===== src/rtl/ushift_pkg.sv =====
package ushift_pkg;

    // Mode codes; the numeric values are the external encoding of mode_i.
    typedef enum logic [1:0] {
        MODE_LOAD = 2'b00,
        MODE_ROT  = 2'b01,
        MODE_SRA  = 2'b10,
        MODE_SRL  = 2'b11
    } mode_e;

    localparam int unsigned MODE_COUNT = 4;

endpackage


===== src/rtl/ushift_bitmux.sv =====
module ushift_bitmux
    import ushift_pkg::*;
(
    input  mode_e                  sel_i,
    input  logic [MODE_COUNT-1:0]  cand_i,   // indexed by mode code
    output logic                   d_o
);

    always_comb begin
        unique case (sel_i)
            MODE_LOAD: d_o = cand_i[0];
            MODE_ROT:  d_o = cand_i[1];
            MODE_SRA:  d_o = cand_i[2];
            MODE_SRL:  d_o = cand_i[3];
            default:   d_o = cand_i[0];
        endcase
    end

endmodule


===== src/rtl/ushift_cell.sv =====
module ushift_cell (
    input  logic clk,
    input  logic rst,
    input  logic d_i,
    output logic q_o
);

    always_ff @(posedge clk) begin
        if (rst) begin
            q_o <= 1'b0;
        end else begin
            q_o <= d_i;
        end
    end

endmodule


===== src/rtl/ushift_reg.sv =====
module ushift_reg
    import ushift_pkg::*;
#(
    parameter int unsigned WIDTH    = 4,
    parameter int unsigned ROT_STEP = 2
) (
    input  logic             clk,
    input  logic             rst,
    input  logic [1:0]       mode_i,
    input  logic [WIDTH-1:0] data_i,
    output logic [WIDTH-1:0] q_o
);

    localparam int unsigned TOP = WIDTH - 1;

    mode_e            mode;
    logic [WIDTH-1:0] word_q;
    logic [WIDTH-1:0] word_d;

    assign mode = mode_e'(mode_i);
    assign q_o  = word_q;

    for (genvar i = 0; i < WIDTH; i++) begin : g_bit
        localparam int unsigned ROT_SRC = (i + WIDTH - (ROT_STEP % WIDTH)) % WIDTH;

        logic [MODE_COUNT-1:0] cand;
        logic                  from_left;
        logic                  sra_bit;
        logic                  srl_bit;

        if (i == TOP) begin : g_msb
            assign sra_bit = word_q[TOP];
            assign srl_bit = 1'b0;
        end else begin : g_inner
            assign from_left = word_q[i+1];
            assign sra_bit   = from_left;
            assign srl_bit   = from_left;
        end
        if (i == TOP) begin : g_msb_tie
            assign from_left = 1'b0;
        end

        assign cand = {srl_bit, sra_bit, word_q[ROT_SRC], data_i[i]};

        ushift_bitmux u_mux (
            .sel_i  (mode),
            .cand_i (cand),
            .d_o    (word_d[i])
        );

        ushift_cell u_ff (
            .clk (clk),
            .rst (rst),
            .d_i (word_d[i]),
            .q_o (word_q[i])
        );
    end

endmodule


===== config.mk =====
export PLATFORM = sky130hd
export DESIGN_NAME = ushift_reg
export DESIGN_NICKNAME = d
export VERILOG_FILES = /design/src/rtl/ushift_pkg.sv /design/src/rtl/ushift_bitmux.sv /design/src/rtl/ushift_cell.sv /design/src/rtl/ushift_reg.sv
export SDC_FILE = /design/constraint.sdc
export NUM_CORES = 1
export LEC_CHECK = 0
export BUFFER_PORTS_ARGS = -buffer_cell sky130_fd_sc_hd__buf_2
export CAP_MARGIN = 30
export CORE_AREA = 2 2 39 41
export CTS_BUF_LIST = sky130_fd_sc_hd__clkbuf_16
export DETAILED_ROUTE_END_ITERATION = 10
export DIE_AREA = 0 0 41 43
export GPL_ROUTABILITY_DRIVEN = 0
export PLACE_DENSITY = 0.45
export SYNTH_ARGS = -nofsm -noshare
export SYNTH_HDL_FRONTEND = slang
export SYNTH_HIERARCHICAL = 1
export SYNTH_SLANG_ARGS = --single-unit

===== constraint.sdc =====
create_clock -name clk -period 2.8 [get_ports clk]
set_input_delay 0.14 -clock clk [delete_from_list [all_inputs] [get_ports clk]]
set_output_delay 0.14 -clock clk [all_outputs]
set_load 0.005 [all_outputs]

Word level (Yosys, flattened, before mapping)
Index checks and enable logic that the tools add are counted.
{"block": "word_totals", "regBits": 4, "output_inout_bits": 4, "input_bits": 8}
{"block": "op_classes", "n_reduce_logical": 2, "n_eq_ne": 3, "mux": 4}
{"operator": "case mux 1 bit (3 select lines)", "count": 4}
{"operator": "equality test 2 bit, second input constant", "count": 2}
{"operator": "equality test 2 x 1 -> 1 bit, second input constant", "count": 1}
{"operator": "logical NOT 2 bit", "count": 1}
{"operator": "OR reduction 2 bit", "count": 1}

Longest topological paths before layout
Gate-level depths: netlist of run 1.
{"block": "logic_depth", "ltp_word": 3, "mapped_depth": 2, "depth_no_buf": 2}

Hierarchy
The synthesis of run 1 kept the hierarchy.
{"mod": "ushift_cell", "area_each_um2": 33.8, "instances": 4, "cells_each": 2, "seq_area_each_um2": 20.0}
{"mod": "ushift_bitmux", "area_each_um2": 22.5, "instances": 4, "cells_each": 1, "seq_area_each_um2": 0.0}
{"mod": "ushift_reg", "area_each_um2": 26.3, "instances": 1, "cells_each": 4, "seq_area_each_um2": 0.0}

Worst setup path after synthesis of run 1
OpenSTA, ideal clock, no wires.
{"block": "synth_path", "path_kind": "register to register", "from": "reg g_bit[3].u_ff.q_o", "to": "reg g_bit[2].u_ff.q_o", "stages_incl_launch_ff": 3, "setup_slack_ps": 1804, "arrival_ps": 885, "setup_time_ps": 112, "path_buffers": 0, "required_time_ps": 2688, "period_less_slack_ps": 996, "path_cell_list": "dfxtp_1 > mux4_2 > nor2b_4"}
{"block": "synth_via", "elab_chain_cells": 1}
{"item": "from (decl)", "line_no": "ushift_cell.sv:5", "rtl": "output logic q_o"}
{"item": "from (signal assigned)", "line_no": "ushift_cell.sv:12", "rtl": "q_o <= d_i;"}
{"item": "case mux 1 bit (3 select lines)", "line_no": "ushift_bitmux.sv:10", "rtl": "unique case (sel_i)"}
{"item": "via word_d[2]", "line_no": "ushift_reg.sv:18", "rtl": "logic [WIDTH-1:0] word_d;"}
{"item": "to (signal assigned)", "line_no": "ushift_cell.sv:12"}
{"item": "to (decl)", "line_no": "ushift_cell.sv:5"}
The timed path passes the listed nets, and every way through them passes these cells.
A chain may end at the register's enable or synchronous reset.

Worst setup path in the final report of run 1
Same ends and word-level chain as after synthesis.

==> impl_metrics.env, run 1 <==
export IMPL_outcome="finished, final reports clean"
export IMPL_drc_errors=0
export IMPL_slowest_delay_ps=480
export IMPL_ys_seq_area_frac=0.318
export IMPL_core_um2=1380
export IMPL_portBuffers=11
export IMPL_clockRootBuffer="clkbuf_16"
export IMPL_ir_drop_mv=0.192
export IMPL_timing_final_max_slew_violations=0
export IMPL_cts_sinks=4
export IMPL_rsz0062_at_grt="false"
export IMPL_largest_register="g_bit.u_ff/q_o"
export IMPL_clockBufferDepth=2
export IMPL_utilization=0.274
export IMPL_vias_per_cell=3.88
export IMPL_synth_seq_cells=4
export IMPL_top_regs="g_bit.u_ff/q_o x4"
export IMPL_max_cap_viol_count=0
export IMPL_tns_ps=0
export IMPL_cts_hold_buffers=0
export IMPL_yosys_warnings=6
export IMPL_fmax_ghz=0.946
export IMPL_die_h_um=43
export IMPL_routed_wl_um=480
export IMPL_cts_tree="done"
export IMPL_endpoint_kind="register"
export IMPL_ant_nets=0
export IMPL_row_count=14
export IMPL_drt_iter0_drc=8
export IMPL_hp_class="in -> reg"
export IMPL_hpwlAfterDp_um=393
export IMPL_worstPathArrival_ps=1170
export IMPL_area_growth_pct=50.7
export IMPL_grt_pass1_wl_um=731
export IMPL_drive_gt1_frac=0.815
export IMPL_synthesis_area_um2=251
export IMPL_cts_made_buffers=3
export IMPL_cts_setup_buffers=0
export IMPL_critPathMaxFanout=5
export IMPL_p_per_area_nw_per_um2=839
export IMPL_post_cts_resized=0
export IMPL_syn_inst=16
export IMPL_num_vias=167
export IMPL_synth_nets=24
export IMPL_die_w_um=41
export IMPL_clkLatencyLatePin_ps=220
export IMPL_finClkSkew_ps=1.61
export IMPL_path_cells="mux4_2 > nor2b_4"
export IMPL_setup_violations=0
export IMPL_grt_usage=0.0726
export IMPL_antenna_found_initial=0
export IMPL_hold_violations=0
export IMPL_path_clk_slew_ps=30
export IMPL_diodes=0
export IMPL_grt_ovfl_total=0
export IMPL_startpoint_type="register"
export IMPL_largest_register_ffs=4
export IMPL_p_leak_nw=0.167
export IMPL_nNetsFinal=37
export IMPL_die_area_um2=1760
export IMPL_syn_area_per_cell_um2=15.7
export IMPL_ys_types=5
export IMPL_first_pass_iters=2
export IMPL_h_tree_depth=1
export IMPL_path_class="reg -> reg"
export IMPL_grt_pass1_vias=185
export IMPL_crit_slowest_cell="mux4_2"
export IMPL_start_util=0.182
export IMPL_period_needed_ps=1060
export IMPL_io_pins=12
export IMPL_grt_max_degree=6
export IMPL_avgRoutedWirePerCell_um=11.2
export IMPL_required_ps=2910
export IMPL_fin_crit_sh=0.378
==> critical path, delay by kind of cell (launching register included) <==
kind,cells,cell delay [ps]
muxes,1,480
DFF,1,330
and+or+nand+nor,1,130
==> power breakdown <==
group / internal [mW] / leakage (nW) / switching, mW
combinational: 0.0214 / 0.0968 / 0.00996
clock: 0.182 / 0.0370 / 0.0402
sequential: 0.0612 / 0.0328 / 0.00290
total: 0.265 / 0.167 / 0.0531
==> cells in the mapped netlist <==
| master | count | area, µm² |
|---|---|---|
| conb_1 | 1 | 3.75 |
| nor2b_4 | 4 | 55.1 |
| mux4_2 | 4 | 90.1 |
| buf_4 | 3 | 22.5 |
| dfxtp_1 | 4 | 80.1 |
==> layout by cell type, fill, tap and decap left out <==
cell | Yosys | final
nor2b_4 | 4 | 4
mux4_2 | 4 | 4
dfxtp_1 | 4 | 4
clkbuf_16 | 0 | 3
buf_2 | 0 | 11
conb_1 | 1 | 1
==> metal layers <==
metal | GRT usage | up-vias | routed length, µm
met2 | 0.116 | 10 | 249
met5 | 0 | - | 0
li1 | - | 77 | -
met4 | 0.0800 | 0 | 16
met3 | 0.0471 | 2 | 65
met1 | 0.0456 | 78 | 150
==> final timing paths <==
kind / startpoint / slack [ps] / cells after the start / endpoint
setup / recovery: g_bit[3].u_ff/q_o / 1740 / 2 / g_bit[2].u_ff/q_o
hold / removal: rst / 210 / 2 / g_bit[0].u_ff/q_o
setup reg to reg: g_bit[3].u_ff/q_o / 1740 / 2 / g_bit[2].u_ff/q_o
hold reg to reg: g_bit[0].u_ff/q_o / 700 / 2 / g_bit[2].u_ff/q_o
==> metrics by stage <==
step / std cells / power, mW / setup WS [ps] / area [µm²] / hold WS [ps]
5_1_grt: 43 / 0.327 / 1720 / 379 / 222
3_3_place_gp: 40 / 0.0964 / 1730 / 304 / 447
3_5_place_dp: 40 / 0.0969 / 1730 / 304 / 448
2_1_floorplan: 16 / 0.0863 / 1800 / 251 / 204
6_report: 43 / 0.318 / 1740 / 379 / 213
4_1_cts: 43 / 0.322 / 1730 / 379 / 215
==> kinds of logic (layout without fill, tap and decap cells) <==
group | Yosys count | count (layout) | share of synthesized area
other cells | 1 | 1 | 0.0149
simple gates | 4 | 4 | 0.219
buf+inv | 3 | 14 | 0.0895
mux | 4 | 4 | 0.358
flops | 4 | 4 | 0.318
==> area by class of cell <==
type / instances / area [µm²]
clock buffer: 3 / 75.1
fill: 147 / 1000
multi-input combinational: 9 / 149
sequential: 4 / 80.1
tap: 16 / 20.0
timing repair buffer: 11 / 55.1
(Power assumes the default switching activity.)
==> inputs of run 2 (changes only) <==
==> constraint.sdc (replaced) <==
create_clock -name clk -period 1 [get_ports clk]
set_input_delay 0.05 -clock clk [delete_from_list [all_inputs] [get_ports clk]]
set_output_delay 0.05 -clock clk [all_outputs]
set_load 0.005 [all_outputs]
==> impl_metrics.env, run 2 (same netlist as run 1, synthesis figures left out) <==
export IMPL_finClkSkew_ps=0.895
export IMPL_vias_per_cell=3.81
export IMPL_critPathMaxFanout=5
export IMPL_power_uw=885
export IMPL_min_delay_start="rst"
export IMPL_drive_gt1_frac=0.889
export IMPL_h_tree_depth=1
export IMPL_nNetsFinal=37
export IMPL_io_pins=12
export IMPL_rsz0062_at_grt="true"
export IMPL_r2r_cells=2
export IMPL_cts_tree="done"
export IMPL_seq_area_um2=82.6
export IMPL_ir_drop_mv=0.537
export IMPL_top_regs="g_bit.u_ff/q_o x4"
export IMPL_row_count=14
export IMPL_r2r_slack_ps=-50
export IMPL_p_leak_nw=0.167
export IMPL_finalWorstSetupSlack_ps=-51.1
export IMPL_diodes=0
export IMPL_grt_pass1_wl_um=862
export IMPL_routed_wl_um=535
export IMPL_hp_class="in -> reg"
export IMPL_grt_ovfl_total=0
export IMPL_path_cells="mux4_2 > nor2b_4"
export IMPL_startpoint_type="register"
export IMPL_period_needed_ps=1050
export IMPL_max_cap_viol_count=0
export IMPL_die_area_um2=1760
export IMPL_timing_final_max_slew_violations=0
export IMPL_outcome="finished, violations left"
export IMPL_area_growth_pct=51.7
export IMPL_start_util=0.182
export IMPL_ant_nets=0
export IMPL_hold_violations=0
export IMPL_worstPathArrival_ps=1160
export IMPL_endpoint_kind="register"
export IMPL_largest_register="g_bit.u_ff/q_o"
export IMPL_fillers=151
export IMPL_grt_max_degree=6
export IMPL_final_common_cell="buf_2"
export IMPL_crit_end="g_bit[2].u_ff/q_o"
export IMPL_cts_made_buffers=3
export IMPL_fmax_ghz=0.951
export IMPL_grt_usage=0.0845
export IMPL_required_ps=1110
export IMPL_largest_register_ffs=4
export IMPL_portBuffers=11
export IMPL_crit_slowest_cell="mux4_2"
export IMPL_p_per_area_nw_per_um2=2320
export IMPL_reg2reg_from="g_bit[3].u_ff/q_o"
export IMPL_violations="setup timing"
export IMPL_dp_slack_ps=-76.3
export IMPL_r2r_end="g_bit[2].u_ff/q_o"
export IMPL_startpoint="g_bit[3].u_ff/q_o"
export IMPL_setup_violations=4
export IMPL_multi_input_area_um2=149
export IMPL_core_um2=1380
export IMPL_clockBufferDepth=2
export IMPL_utilization=0.276
export IMPL_die_w_um=41
export IMPL_layout_common_cells="11 x buf_2, 4 x nor2b_4, 4 x mux4_2"
export IMPL_grt_pass1_vias=207
export IMPL_clockRootBuffer="clkbuf_16"
export IMPL_drt_iter0_drc=2
export IMPL_avgRoutedWirePerCell_um=12.4
export IMPL_cts_sinks=4
export IMPL_antenna_found_initial=0
export IMPL_tns_ps=-145
export IMPL_die_h_um=43
export IMPL_path_clk_slew_ps=30
export IMPL_cts_hold_buffers=0
export IMPL_slowest_delay_ps=470
export IMPL_path_class="reg -> reg"
export IMPL_drc_errors=0
export IMPL_fin_crit_sh=1.05
export IMPL_num_vias=164
export IMPL_clkLatencyLatePin_ps=220
export IMPL_first_pass_iters=2
## run 2: cell count changes in the layout (fill, tap and decap cells not counted)
cell | previous run | this run
dfxtp_2 | 0 | 2
dfxtp_1 | 4 | 2
## run 2: worst min path at each step
| stage | to | depth (start not counted) |
|---|---|---|
| floorplan | g_bit[0].u_ff/q_o | 1 |
| global placement | g_bit[3].u_ff/q_o | 2 |
| detailed placement | g_bit[3].u_ff/q_o | 2 |
| CTS | g_bit[3].u_ff/q_o | 2 |
| global route | g_bit[3].u_ff/q_o | 2 |
| finish | g_bit[3].u_ff/q_o | 2 |
## run 2: where the power goes
part	leakage, nW	switching [mW]	internal [mW]
Sequential	0.0336	0.00913	0.173
Clock	0.0370	0.104	0.510
Combinational	0.0968	0.0286	0.0599
Total	0.167	0.142	0.743
## run 2: critical path, delay by kind of cell, from the launching register on
kind	cells	cell delay, ps
mux	1	470
simple gates	1	140
flops	1	330
## run 2: per-layer routing
layer | vias up | share of wire | global-route usage
li1 | 78 | - | -
met1 | 76 | 0.34 | 0.0583
met2 | 8 | 0.55 | 0.131
met3 | 2 | 0.093 | 0.0471
met4 | 0 | 0.021 | 0.100
met5 | - | 0 | 0
## run 2: final cells by class
class                           instances  area share
Multi-Input combinational cell          9       0.390
Clock buffer                            3       0.197
Tap cell                               16      0.0525
Timing Repair Buffer                   11       0.144
Sequential cell                         4       0.216
## run 2: what timing repair did
action	4_1_cts	5_1_grt
resized for setup	2	0
setup buffers	0	0
endpoints found under the setup margin	4	4
pin swaps	0	0
endpoints found under the hold margin	0	0
## run 2: stage by stage
step / std cells / hold slack [ps] / area [µm²]
after floorplan: 16 / 114 / 251
after global placement: 40 / 362 / 304
after detailed placement: 40 / 366 / 304
after CTS: 43 / 125 / 382
after global routing: 43 / 135 / 382
final: 43 / 122 / 382
